### config.mk
export PLATFORM = sky130hd
export DESIGN_NAME = b3zs_rx_decoder
export DESIGN_NICKNAME = d
export VERILOG_FILES = /design/src/rtl/b3zs_pkg.sv /design/src/rtl/b3zs_classify.sv /design/src/rtl/b3zs_align.sv /design/src/rtl/b3zs_los.sv /design/src/rtl/b3zs_rx_decoder.sv
export SDC_FILE = /design/constraint.sdc
export NUM_CORES = 1
export LEC_CHECK = 0
export BUFFER_PORTS_ARGS = -buffer_cell sky130_fd_sc_hd__buf_2
export CAP_MARGIN = 25
export CORE_ASPECT_RATIO = 1.5
export CORE_MARGIN = 5
export CORE_UTILIZATION = 51
export CTS_CLUSTER_SIZE = 12
export DETAILED_ROUTE_END_ITERATION = 8
export PLACE_DENSITY_LB_ADDON = 0.3
export SLEW_MARGIN = 30
export SYNTH_ARGS = -nofsm -noshare
export SYNTH_HDL_FRONTEND = slang
export SYNTH_SLANG_ARGS = --single-unit
### constraint.sdc
create_clock -name clk_i -period 1.3 [get_ports clk_i]
set_clock_uncertainty 0.2 [all_clocks]
set_input_delay 0.13 -clock clk_i [delete_from_list [all_inputs] [get_ports clk_i]]
set_output_delay 0.13 -clock clk_i [all_outputs]
set_load 0.01 [all_outputs]
### src/rtl/b3zs_pkg.sv
`timescale 1ns/1ps
package b3zs_pkg;
  // Number of line slots replaced by one zero substitution
  localparam int unsigned SUB_LEN = 3;
  // Empty-slot run that counts as an illegal zero run
  localparam int unsigned ZRUN_MAX = 3;
  localparam int unsigned ZRUN_W = $clog2(ZRUN_MAX + 1);

  typedef struct packed {
    logic p;
    logic n;
  } rail_t;
endpackage

### src/rtl/b3zs_classify.sv
`timescale 1ns/1ps
module b3zs_classify
  import b3zs_pkg::*;
(
  input  logic  clk_i,
  input  logic  rst_ni,
  input  rail_t rail_i,
  output logic  mark_o,
  output logic  sub_o,
  output logic  cv_o
);
  logic last_pol_q, last_pol_d;
  logic pol_vld_q, pol_vld_d;
  logic b_odd_q, b_odd_d;
  logic v_seen_q, v_seen_d;
  logic [1:0] h_mark_q, h_mark_d;
  logic [1:0] h_b_q, h_b_d;
  logic [1:0] h_pol_q, h_pol_d;
  logic [ZRUN_W-1:0] zrun_q, zrun_d;
  logic cv_q, cv_d;

  logic single, dbl, pol, viol, ctx00, ctxb0, par_ok, b_now, zero_err;

  always_comb begin
    single   = rail_i.p ^ rail_i.n;
    dbl      = rail_i.p & rail_i.n;
    mark_o   = rail_i.p | rail_i.n;
    pol      = rail_i.n;
    viol     = single & pol_vld_q & (pol == last_pol_q);
    ctx00    = ~h_mark_q[0] & ~h_mark_q[1];
    ctxb0    = ~h_mark_q[0] & h_b_q[1] & (h_pol_q[1] == pol);
    par_ok   = ~v_seen_q | b_odd_q;
    sub_o    = viol & (ctx00 | ctxb0) & par_ok;
    b_now    = single & ~viol;
    zero_err = ~mark_o & (zrun_q == ZRUN_W'(ZRUN_MAX - 1));
    cv_d     = dbl | (viol & ~sub_o) | zero_err;

    last_pol_d = last_pol_q;
    pol_vld_d  = pol_vld_q;
    b_odd_d    = b_odd_q;
    v_seen_d   = v_seen_q;
    if (b_now) begin
      last_pol_d = pol;
      pol_vld_d  = 1'b1;
      b_odd_d    = ~b_odd_q;
    end
    if (viol) begin
      b_odd_d  = 1'b0;
      v_seen_d = 1'b1;
    end
    h_mark_d = {h_mark_q[0], mark_o};
    h_b_d    = {h_b_q[0], b_now};
    h_pol_d  = {h_pol_q[0], pol};
    if (mark_o)
      zrun_d = '0;
    else if (zrun_q != ZRUN_W'(ZRUN_MAX))
      zrun_d = zrun_q + 1'b1;
    else
      zrun_d = zrun_q;
  end

  always_ff @(posedge clk_i or negedge rst_ni) begin
    if (!rst_ni) begin
      last_pol_q <= 1'b0;
      pol_vld_q  <= 1'b0;
      b_odd_q    <= 1'b0;
      v_seen_q   <= 1'b0;
      h_mark_q   <= '0;
      h_b_q      <= '0;
      h_pol_q    <= '0;
      zrun_q     <= ZRUN_W'(ZRUN_MAX);
      cv_q       <= 1'b0;
    end else begin
      last_pol_q <= last_pol_d;
      pol_vld_q  <= pol_vld_d;
      b_odd_q    <= b_odd_d;
      v_seen_q   <= v_seen_d;
      h_mark_q   <= h_mark_d;
      h_b_q      <= h_b_d;
      h_pol_q    <= h_pol_d;
      zrun_q     <= zrun_d;
      cv_q       <= cv_d;
    end
  end

  assign cv_o = cv_q;

  // an accepted substitution never produces a violation pulse
  a_r3_sub_quiet: assert property (@(posedge clk_i) disable iff (!rst_ni)
    sub_o |=> !cv_q);
  // the mark that establishes the polarity reference is never flagged
  a_r6_first_mark: assert property (@(posedge clk_i) disable iff (!rst_ni)
    (!pol_vld_q && (rail_i.p ^ rail_i.n)) |=> !cv_q);
endmodule

### src/rtl/b3zs_align.sv
`timescale 1ns/1ps
module b3zs_align #(
  parameter int unsigned DEPTH = 3
) (
  input  logic clk_i,
  input  logic rst_ni,
  input  logic bit_i,
  input  logic clear_i,
  output logic bit_o
);
  logic [DEPTH-1:0] stg_q, stg_d;

  always_comb begin
    if (clear_i) stg_d = '0;
    else         stg_d = {stg_q[DEPTH-2:0], bit_i};
  end

  always_ff @(posedge clk_i or negedge rst_ni) begin
    if (!rst_ni) stg_q <= '0;
    else         stg_q <= stg_d;
  end

  assign bit_o = stg_q[DEPTH-1];
endmodule

### src/rtl/b3zs_los.sv
`timescale 1ns/1ps
module b3zs_los #(
  parameter int unsigned LIMIT = 128
) (
  input  logic clk_i,
  input  logic rst_ni,
  input  logic mark_i,
  output logic los_no
);
  localparam int unsigned CW = $clog2(LIMIT + 1);

  logic [CW-1:0] cnt_q, cnt_d;
  logic los_n_q, los_n_d;

  always_comb begin
    if (mark_i)
      cnt_d = '0;
    else if (cnt_q != CW'(LIMIT))
      cnt_d = cnt_q + 1'b1;
    else
      cnt_d = cnt_q;
    los_n_d = (cnt_d != CW'(LIMIT));
  end

  always_ff @(posedge clk_i or negedge rst_ni) begin
    if (!rst_ni) begin
      cnt_q   <= '0;
      los_n_q <= 1'b1;
    end else begin
      cnt_q   <= cnt_d;
      los_n_q <= los_n_d;
    end
  end

  assign los_no = los_n_q;

  // any sampled mark ends the alarm
  a_r9_mark_clears: assert property (@(posedge clk_i) disable iff (!rst_ni)
    mark_i |=> los_n_q);
  // once raised, the alarm holds while the line stays empty
  a_r8_alarm_holds: assert property (@(posedge clk_i) disable iff (!rst_ni)
    (!los_n_q && !mark_i) |=> !los_n_q);
endmodule

### src/rtl/b3zs_rx_decoder.sv
`timescale 1ns/1ps
module b3zs_rx_decoder
  import b3zs_pkg::*;
#(
  parameter int unsigned LOS_LIMIT = 128
) (
  input  logic clk_i,
  input  logic rst_ni,
  input  logic pos_i,
  input  logic neg_i,
  output logic data_o,
  output logic cv_o,
  output logic los_no
);
  logic [1:0] rst_sync_q;
  logic rst_q;
  logic mark, sub;
  rail_t rail;

  always_ff @(posedge clk_i or negedge rst_ni) begin
    if (!rst_ni) rst_sync_q <= '0;
    else         rst_sync_q <= {rst_sync_q[0], 1'b1};
  end
  assign rst_q = rst_sync_q[1];

  assign rail.p = pos_i;
  assign rail.n = neg_i;

  b3zs_classify u_classify (
    .clk_i  (clk_i),
    .rst_ni (rst_q),
    .rail_i (rail),
    .mark_o (mark),
    .sub_o  (sub),
    .cv_o   (cv_o)
  );

  b3zs_align #(.DEPTH(SUB_LEN)) u_align (
    .clk_i   (clk_i),
    .rst_ni  (rst_q),
    .bit_i   (mark),
    .clear_i (sub),
    .bit_o   (data_o)
  );

  b3zs_los #(.LIMIT(LOS_LIMIT)) u_los (
    .clk_i  (clk_i),
    .rst_ni (rst_q),
    .mark_i (mark),
    .los_no (los_no)
  );

  // the substituted slots leave the pipeline as three zeros
  a_r2_sub_zeroes: assert property (@(posedge clk_i) disable iff (!rst_q)
    sub |=> !data_o ##1 !data_o ##1 !data_o);
  // a both-rails slot is always flagged
  a_r5_dbl_flag: assert property (@(posedge clk_i) disable iff (!rst_q)
    (pos_i && neg_i) |=> cv_o);
endmodule

==> results of run 1 <==
worst max-delay path: cells and delay by family, from the launching register on:
kind,cells,cell delay [ns]
adders and majority gates,1,0.12
buffers and inverters,1,0.08
DFF,1,0.42
AOI/OAI and AO/OA,1,0.07
and+or+nand+nor,4,0.69
cells in the mapped netlist (all sizes together):
library cell | number | share of area (%)
nand3 | 7 | 2.9
ha | 6 | 6.2
buf | 2 | 1.4
conb | 1 | 0.31
a31oi | 2 | 1.0
xor2 | 7 | 5.1
a221o | 1 | 0.83
o21ai | 2 | 0.83
nand4bb | 1 | 0.94
nor2b | 1 | 0.52
o31ai | 1 | 1.0
inv | 8 | 2.5
nor3 | 1 | 0.83
and4 | 1 | 0.73
and4bb | 1 | 1.0
or2 | 2 | 1.0
and3 | 3 | 1.7
and2 | 2 | 1.0
a32oi | 1 | 0.73
a21oi | 2 | 0.83
mux2 | 1 | 0.94
nand4 | 3 | 1.6
clkbuf | 1 | 0.31
xnor2 | 3 | 2.2
a211o | 1 | 0.73
nand2 | 8 | 2.5
nor2 | 10 | 3.7
dfrtp | 24 | 50
dfstp | 3 | 6.6
cell type report:
| class | count | area, µm² |
|---|---|---|
| sequential | 27 | 679 |
| multi-input combinational | 68 | 608 |
| fill | 153 | 584 |
| timing repair buffer | 38 | 299 |
| inverter | 8 | 30.0 |
| tap | 23 | 28.8 |
| clock buffer | 3 | 22.5 |
| clock inverter | 1 | 7.51 |
registers in the layout, indices dropped and copies added, names as in the netlist:
name / cells
u_classify.h_mark_q: 2
u_classify.b_odd_q: 1
u_align.stg_q: 3
u_classify.h_pol_q: 2
u_classify.cv_o: 1
u_classify.h_b_q: 2
u_los.los_no: 1
u_classify.zrun_q: 2
u_classify.v_seen_q: 1
u_classify.last_pol_q: 1
u_classify.pol_vld_q: 1
u_los.cnt_q: 8
rst_sync_q: 2
logic make-up after synthesis:
family	synth area share (%)
simple gates	18.5
flops	56.5
buf+inv	4.16
compound gates	6.04
xor+xnor	7.28
fa+ha+maj	6.24
other cells	0.312
mux	0.936
power by group:
part           switching, mW  internal (mW)
Sequential            0.0250          0.895
Clock                  0.252          0.118
Combinational          0.135          0.151
Total                  0.412           1.16
worst paths after layout:
check                                         start                        endpoint
hold reg to reg             rst_sync_q[1]$_DFF_PN0_  u_classify.b_odd_q$_DFFE_PN0P_
min in group clk_i                            pos_i       u_classify.cv_o$_DFF_PN0_
setup / recovery           u_los.cnt_q[0]$_DFF_PN0_          u_los.los_no$_DFF_PN1_
max in group asynchronous                    rst_ni         rst_sync_q[1]$_DFF_PN0_
hold / removal              rst_sync_q[1]$_DFF_PN0_  u_classify.b_odd_q$_DFFE_PN0P_
setup reg to reg           u_los.cnt_q[0]$_DFF_PN0_          u_los.los_no$_DFF_PN1_
stage by stage:
step                      instance area, µm²  utilization [%]  hold slack (ns)
after floorplan                         1230                -           -0.366
after global placement                  1450             64.0           -0.285
after detailed placement                1450             64.0           -0.284
after CTS                               1600             70.6           0.0170
after global routing                    1680             74.1           0.0272
final                                   1680             74.1           0.0213
per-layer routing:
metal / vias to the layer above / wire length (µm) / track usage, %
li1: 431 / - / -
met2: 5 / 1320 / 24.1
met3: 4 / 24 / 1.51
met1: 435 / 945 / 18.2
met4: 0 / 48 / 7.87
met5: - / 0 / 0
what timing repair did:
action	4_1_cts	5_1_grt
endpoints found under the setup margin	14	18
endpoints found under the hold margin	4	0
hold buffers	3	0
buffers inserted	3	1
gates resized for setup	14	18
pin swaps	11	8
==> flow_metrics.py, run 1 <==
metrics = {
    "critical_path": {
        "cpPeakStageDelay_ns": 0.42,
        "cp_slowest_cell": "dfrtp_1",
        "r2r_setup_slack_ns": -0.35,
        "cp-end-kind": "flip-flop",
        "path_class": "reg -> reg",
        "cp-start-kind": "flip-flop",
        "worstPathCellList": "inv_2, ha_4, and4bb_2, nand2_4, nand3_2, o31ai_4, nand4bb_1",
        "critPathArrivalTime_ns": 1.71,
        "worst-path-max-fanout": 5,
        "rr_worst_depth": 7,
        "crit_required_ns": 1.36,
    },
    "floorplan": {
        "fp.dieArea_um2": 3450,
        "die_x_um": 49.6,
        "rows": 21,
        "initial_core_util_pct": 53.2,
        "core_area_um2": 2260,
        "io_pins": 7,
        "die_y_um": 69.5,
    },
    "route": {
        "drc": 0,
        "vias_per_cell": 5.21,
        "routedWlPerCell_um": 13.9,
        "drt_iter0_markers": 39,
        "firstDrtPassIters": 2,
        "ant_nets": 0,
        "vias": 875,
        "wl_um": 2340,
    },
    "global_routing": {
        "grt_pass1_vias": 913,
        "grt_pass1_wl_um": 4010,
        "track_usage_pct": 14.6,
        "antenna_found_initial": 0,
        "grt_max_degree": 26,
        "grt_remaining_overflow": 0,
    },
    "cells_and_area": {
        "nets": 156,
        "area_growth_pct": 39.3,
        "final_common_cell": "buf_4",
        "final_cell_count_no_fill": 168,
        "final_cell_mix": "25 x buf_4, 24 x dfrtp_1, 6 x nand2_1, 6 x xor2_1",
        "antenna_cells": 0,
        "drive_above_1_share_pct": 49.7,
    },
    "sta": {
        "fin_crit_ns": 1.65,
        "hold_viol": 0,
        "max_freq_ghz": 0.606,
        "setup_viol": 16,
        "post-route-period-util_pct": 127,
        "finalWorstSetupSlack_ns": -0.349,
        "rsz0062_at_grt": "true",
        "tns_ns": -2.02,
        "finalMaxSlewViolations": 0,
    },
    "pwr": {
        "power.density_nw_per_um2": 941,
        "total_power_mw": 1.58,
        "p_leak_nw": 0.735,
        "ir_drop_mv": 1.06,
    },
    "synth": {
        "synth_nets": 116,
        "synth_area_um2": 1200,
        "avgSynthCellArea_um2": 11.3,
        "synth_cell_types": 33,
        "syn_inst": 106,
        "ys_seq_area_share_pct": 56.5,
        "yosysWarningCount": 0,
        "synth-seq-cells": 27,
    },
    "clocking": {
        "clk_pin_slew_worst_paths_ns": 0.15,
        "worstSkewPairLatency_ns": 0.33,
        "cts_tree": "yes",
        "htree_levels": 1,
        "clockBufferDepth": 2,
        "clock-sinks": 27,
        "cts_buffers": 3,
        "cts_root_buf": "clkbuf_4",
    },
    "hold_path": {
        "min_path_type": "reg -> async",
    },
    "outcome": {
        "status": "finished, violations left",
        "violations": "setup timing",
    },
    "place": {
        "dp_cells": 157,
        "place_congestion": 0.859,
        "port_buffers": 6,
        "dp_slack_ns": -0.307,
        "dpl.hpwl_um": 1570,
    },
    "job": {
        "cap_violations": 0,
    },
}
No activity file was read; power rests on OpenSTA's default activity.
==> run 2: changes to the inputs <==
==> constraint.sdc (replaced) <==
create_clock -name clk_i -period 1.4 [get_ports clk_i]
set_clock_uncertainty 0.2 [all_clocks]
set_input_delay 0.14 -clock clk_i [delete_from_list [all_inputs] [get_ports clk_i]]
set_output_delay 0.14 -clock clk_i [all_outputs]
set_load 0.01 [all_outputs]
==> run 2 against run 1 <==
Net effect: the flow still finishes with violations (setup timing); clock power shrank 12%; sequential share of layout area grew 1.5 points; first-iteration DRC count shrank 82%; critical endpoint unchanged; worst hold slack gained 0.0062 ns; highest routed layer unchanged; global-route usage grew 0.80 points; non-clock buffer count shrank 5; critical path type unchanged; clock-buffer cell count grew 1; maximum frequency shrank 0.71%; setup slack gained 0.088 ns; critical path depth is the same; combinational power shrank 20%; largest cell class unchanged; register-to-register slack gained 0.09 ns.
==> flow_metrics.py, run 2 (synthesized netlist as in run 1, its figures left out) <==
metrics = {
    "critical_path": {
        "worstPathCellList": "inv_2, ha_4, and4bb_2, nand2_4, nand3_1, o31ai_2, nand4bb_1",
        "cpPeakStageDelay_ns": 0.42,
        "rr_worst_depth": 7,
        "cp-end-kind": "flip-flop",
        "worst-path-max-fanout": 5,
        "startpoint": "u_los.cnt_q[1]$_DFF_PN0_",
        "cp_slowest_cell": "dfrtp_1",
        "worstReg2RegStart": "u_los.cnt_q[1]$_DFF_PN0_",
        "crit_required_ns": 1.46,
        "worstSetupEndpoint": "u_los.los_no$_DFF_PN1_",
        "path_class": "reg -> reg",
        "cp-start-kind": "flip-flop",
        "critPathArrivalTime_ns": 1.72,
        "r2r_setup_slack_ns": -0.26,
        "r2r-end": "u_los.los_no$_DFF_PN1_",
    },
    "place": {
        "dpl.hpwl_um": 1600,
        "place_congestion": 0.861,
        "dp_slack_ns": -0.241,
        "dp_cells": 152,
        "dpl-instance-area_um2": 1420,
        "port_buffers": 6,
    },
    "pwr": {
        "ir_drop_mv": 0.822,
        "p_leak_nw": 0.708,
        "power.density_nw_per_um2": 867,
        "total_power_mw": 1.41,
    },
    "sta": {
        "finalMaxSlewViolations": 0,
        "hold_viol": 0,
        "post-route-period-util_pct": 119,
        "setup_viol": 10,
        "fin_crit_ns": 1.66,
        "max_freq_ghz": 0.602,
        "rsz0062_at_grt": "true",
        "finalWorstSetupSlack_ns": -0.261,
    },
    "global_routing": {
        "grt_max_degree": 26,
        "grt_remaining_overflow": 0,
        "grt_pass1_vias": 895,
        "track_usage_pct": 15.4,
        "antenna_found_initial": 0,
        "grt_pass1_wl_um": 4060,
    },
    "cells_and_area": {
        "area_growth_pct": 35.2,
        "fill_cells": 169,
        "reg_top3": "u_los.cnt_q x8, u_align.stg_q x3",
        "fin_util_pct": 71.9,
        "nets": 151,
        "largest_reg_flops": 8,
        "final_cell_count_no_fill": 163,
        "drive_above_1_share_pct": 47.9,
        "final_cell_mix": "22 x buf_4, 21 x dfrtp_1, 8 x nor2_1, 7 x nand2_1, 6 x buf_2",
        "max_flop_register": "u_los.cnt_q",
        "final_common_cell": "buf_4",
        "antenna_cells": 0,
        "post-route-cell-area_um2": 1630,
    },
    "route": {
        "drc": 0,
        "vias_per_cell": 5.23,
        "firstDrtPassIters": 4,
        "wl_um": 2400,
        "ant_nets": 0,
        "routedWlPerCell_um": 14.7,
        "drt_iter0_markers": 7,
        "vias": 852,
    },
    "floorplan": {
        "fp.dieArea_um2": 3450,
        "die_y_um": 69.5,
        "initial_core_util_pct": 53.2,
        "core_area_um2": 2260,
        "io_pins": 7,
        "rows": 21,
        "die_x_um": 49.6,
    },
    "clocking": {
        "worstSkewPairLatency_ns": 0.33,
        "cts_root_buf": "clkbuf_4",
        "clk_pin_slew_worst_paths_ns": 0.13,
        "clock-sinks": 27,
        "htree_levels": 1,
        "cts_buffers": 3,
        "clockBufferDepth": 2,
        "cts_tree": "yes",
    },
    "hold_path": {
        "min_path_type": "reg -> async",
    },
    "outcome": {
        "status": "finished, violations left",
        "violations": "setup timing",
    },
    "job": {
        "cap_violations": 0,
    },
}
-- run 2: changes by cell type in the layout (fill, tap and decap cells not counted), moves of 2 or more --
cell | previous run | this run
buf_4 | 25 | 22
nor2_1 | 5 | 8
buf_6 | 5 | 2
dfrtp_1 | 24 | 21
nor2_4 | 3 | 1
dfrtp_2 | 0 | 3
-- run 2: final cells by class --
class / instances / area [µm²] / area share (%)
Inverter: 8 / 30.0 / 1.85
Clock buffer: 4 / 26.3 / 1.62
Multi-Input combinational cell: 68 / 609 / 37.5
Tap cell: 23 / 28.8 / 1.77
Timing Repair Buffer: 33 / 248 / 15.2
Sequential cell: 27 / 683 / 42.0
-- run 2: worst min path at each step --
stage                            startpoint                         end  slack [ns]  depth (start not counted)
detailed placement                   rst_ni     rst_sync_q[1]$_DFF_PN0_       -0.27                          1
finish              rst_sync_q[1]$_DFF_PN0_    u_los.cnt_q[6]$_DFF_PN0_        0.03                          1
global route                          pos_i  u_align.stg_q[0]$_DFF_PN0_        0.05                          4
floorplan                            rst_ni     rst_sync_q[0]$_DFF_PN0_       -0.36                          0
CTS                 rst_sync_q[1]$_DFF_PN0_    u_los.cnt_q[5]$_DFF_PN0_        0.04                          1
global placement                     rst_ni     rst_sync_q[1]$_DFF_PN0_       -0.28                          1
-- run 2: worst max-delay path, delay by kind of cell (launching register included) --
kind,cells,cell delay [ns]
and+or+nand+nor,4,0.70
DFF,1,0.42
adders and majority gates,1,0.12
buffers and inverters,1,0.09
AOI/OAI and AO/OA,1,0.08
-- run 2: per-layer routing --
metal	part of all wire (%)	vias up	track usage (%)
met2	56	4	24.2
li1	-	420	-
met4	2.8	0	9.62
met3	0.96	5	2.58
met1	40	423	19.1
met5	0	-	0
-- run 2: report_power, final --
group	internal (mW)	total (mW)	switching (mW)
clock	0.112	0.327	0.215
combinational	0.119	0.228	0.109
sequential	0.831	0.853	0.0224
total	1.06	1.41	0.347
-- run 2: what timing repair did --
item | in CTS | in global routing
buffers inserted | 1 | 3
gates resized for setup | 10 | 18
endpoints found under the hold margin | 4 | 0
setup endpoints to repair | 12 | 15
hold buffers | 3 | 0
pin swaps | 6 | 11
-- run 2: per-stage QoR --
step	TNS, ns	hold slack (ns)
final	-1.19	0.0275
after global routing	-1.96	0.0512
after CTS	-0.979	0.0391
after global placement	-0.685	-0.275
after floorplan	-0.749	-0.356
after detailed placement	-1.18	-0.275
==> run 3: changes to the inputs <==
--- a/config.mk
+++ b/config.mk
@@ -5,13 +5,13 @@
 export SDC_FILE = /design/constraint.sdc
 export NUM_CORES = 1
 export LEC_CHECK = 0
-export BUFFER_PORTS_ARGS = -buffer_cell sky130_fd_sc_hd__buf_2
 export CAP_MARGIN = 25
 export CORE_ASPECT_RATIO = 1.5
 export CORE_MARGIN = 5
 export CORE_UTILIZATION = 51
 export CTS_CLUSTER_SIZE = 12
 export DETAILED_ROUTE_END_ITERATION = 8
+export DONT_BUFFER_PORTS = 1
 export PLACE_DENSITY_LB_ADDON = 0.3
 export SLEW_MARGIN = 30
 export SYNTH_ARGS = -nofsm -noshare
==> run 3 against run 2 <==
Net effect: the flow still finishes with violations (setup timing); core utilization fell by 0.89 points; clock-buffer cell count fell by 1; non-clock buffer count fell by 9; global-route usage fell by 0.77 points; design area fell by 1.2%; critical path type unchanged; largest cell class unchanged; largest power group unchanged.
==> flow_metrics.py, run 3 (synthesized netlist as in run 1, its figures left out) <==
metrics = {
    "outcome": {
        "status": "finished, violations left",
        "violations": "setup timing",
    },
    "clocking": {
        "cts_root_buf": "clkbuf_4",
        "worstSkewPairLatency_ns": 0.33,
        "cts_tree": "yes",
        "clk_pin_slew_worst_paths_ns": 0.16,
        "clockBufferDepth": 2,
        "clock-sinks": 27,
        "cts_buffers": 3,
        "htree_levels": 1,
    },
    "cells_and_area": {
        "nets": 142,
        "largest_reg_flops": 8,
        "antenna_cells": 0,
        "final_cell_mix": "24 x dfrtp_1, 16 x buf_4, 7 x nor2_1, 6 x nand2_1",
        "multi_input_area_um2": 631,
        "area_growth_pct": 33.5,
        "final_cell_count_no_fill": 154,
        "regArea_um2": 679,
        "max_flop_register": "u_los.cnt_q",
        "fill_cells": 163,
        "reg_top3": "u_los.cnt_q x8, u_align.stg_q x3",
        "final_common_cell": "dfrtp_1",
        "drive_above_1_share_pct": 43.5,
        "post-route-cell-area_um2": 1610,
    },
    "pwr": {
        "power.density_nw_per_um2": 899,
        "switchingPower_mw": 0.386,
        "ir_drop_mv": 0.893,
        "p_leak_nw": 0.685,
        "clockPowerShare_pct": 25.3,
        "combPwrFrac_pct": 15.3,
        "p_int_mw": 1.06,
        "total_power_mw": 1.44,
        "p_seq_share_pct": 59.4,
        "swShare_pct": 26.7,
    },
    "sta": {
        "max_freq_ghz": 0.604,
        "fin_crit_ns": 1.66,
        "rsz0062_at_grt": "true",
        "post-route-period-util_pct": 118,
        "setup_viol": 8,
        "finalMaxSlewViolations": 0,
        "finalWorstSetupSlack_ns": -0.256,
        "tns_ns": -1.10,
        "whs_ns": 0.0274,
        "hold_viol": 0,
    },
    "route": {
        "vias": 842,
        "drc": 0,
        "ant_nets": 0,
        "vias_per_cell": 5.47,
        "wl_um": 2420,
        "routedWlPerCell_um": 15.7,
        "drt_iter0_markers": 37,
        "firstDrtPassIters": 4,
    },
    "place": {
        "place_congestion": 0.896,
        "dpl.hpwl_um": 1620,
        "port_buffers": 0,
        "dp_cells": 142,
        "dpl-instance-area_um2": 1360,
    },
    "critical_path": {
        "rr_worst_depth": 7,
        "cpPeakStageDelay_ns": 0.40,
        "worst-path-max-fanout": 5,
        "r2r_setup_slack_ns": -0.26,
        "cp-end-kind": "flip-flop",
        "worstPathCellList": "inv_2, ha_4, and4bb_2, nand2_4, nand3_2, a32oi_2, nand4bb_1",
        "cp-start-kind": "flip-flop",
        "critPathArrivalTime_ns": 1.72,
        "r2r-end": "u_los.los_no$_DFF_PN1_",
        "worstReg2RegStart": "u_los.cnt_q[0]$_DFF_PN0_",
        "cp_slowest_cell": "dfrtp_1",
        "path_class": "reg -> reg",
        "crit_required_ns": 1.47,
    },
    "hold_path": {
        "min_path_type": "reg -> async",
    },
    "global_routing": {
        "grt_max_degree": 26,
        "track_usage_pct": 14.6,
        "grt_remaining_overflow": 0,
        "grt_pass1_vias": 851,
        "grt_pass1_wl_um": 3950,
        "antenna_found_initial": 0,
    },
    "floorplan": {
        "die_y_um": 69.5,
        "core_area_um2": 2260,
        "initial_core_util_pct": 53.2,
        "fp.dieArea_um2": 3450,
        "die_x_um": 49.6,
        "io_pins": 7,
        "rows": 21,
    },
    "job": {
        "cap_violations": 0,
    },
}
-- run 3: cell types whose count changed in the layout (fill, tap and decap cells not counted), moves of 2 or more --
cell,previous run,this run
dfrtp_1,21,24
dlygate4sd3_1,3,5
buf_2,6,0
dfrtp_2,3,0
buf_4,22,16
-- run 3: metrics by stage --
| step | worst slack (ns) | utilization, % |
|---|---|---|
| 3_3_place_gp | -0.226 | 60.2 |
| 3_5_place_dp | -0.248 | 60.2 |
| 4_1_cts | -0.275 | 66.0 |
| 6_report | -0.256 | 71.0 |
| 2_1_floorplan | -0.242 | - |
| 5_1_grt | -0.369 | 71.0 |
-- run 3: power groups by stage --
stage	clock [mW]	sequential (mW)	combinational, mW
detailed placement	0	0.870	0.162
finish	0.365	0.858	0.221
global route	0.424	0.864	0.241
floorplan	0	0.876	0.102
CTS	0.378	0.856	0.198
global placement	0	0.868	0.156
-- run 3: worst max path at each step --
stage | cells past startpoint | slack (ns) | endpoint | startpoint
2_1_floorplan | 8 | -0.24 | u_los.los_no$_DFF_PN1_ | u_los.cnt_q[0]$_DFF_PN0_
3_3_place_gp | 6 | -0.23 | u_los.los_no$_DFF_PN1_ | u_los.cnt_q[0]$_DFF_PN0_
3_5_place_dp | 7 | -0.25 | u_los.los_no$_DFF_PN1_ | u_los.cnt_q[0]$_DFF_PN0_
4_1_cts | 7 | -0.27 | u_los.los_no$_DFF_PN1_ | u_los.cnt_q[1]$_DFF_PN0_
5_1_grt | 7 | -0.37 | u_los.los_no$_DFF_PN1_ | u_los.cnt_q[1]$_DFF_PN0_
6_report | 7 | -0.26 | u_los.los_no$_DFF_PN1_ | u_los.cnt_q[0]$_DFF_PN0_
-- run 3: per-layer routing --
layer / track usage, % / part of all wire (%) / up-vias
li1: - / - / 401
met1: 18.6 / 41 / 427
met2: 23.9 / 56 / 10
met3: 1.94 / 1.2 / 4
met4: 7.00 / 1.8 / 0
met5: 0 / 0 / -
-- run 3: area by class of cell --
class | instances | share of cell area, %
Clock buffer | 3 | 1.40
Clock inverter | 1 | 0.546
Inverter | 8 | 1.87
Multi-Input combinational cell | 68 | 39.3
Sequential cell | 27 | 42.3
Tap cell | 23 | 1.79
Timing Repair Buffer | 24 | 12.8
-- run 3: worst max-delay path: cells and delay by family (launching register included) --
family                   cells  cell delay (ns)
AO/OA/AOI/OAI                1             0.22
adder cells (fa/ha/maj)      1             0.15
buffers and inverters        1             0.06
flip-flops                   1             0.40
AND/OR/NAND/NOR              4             0.57
-- run 3: what timing repair did --
action                     CTS  global route
pin swaps                    8             8
setup endpoints to repair   12            18
gates resized for setup     12            18
setup buffers                1             1
hold buffers                 4             2
hold endpoints to repair     7             3
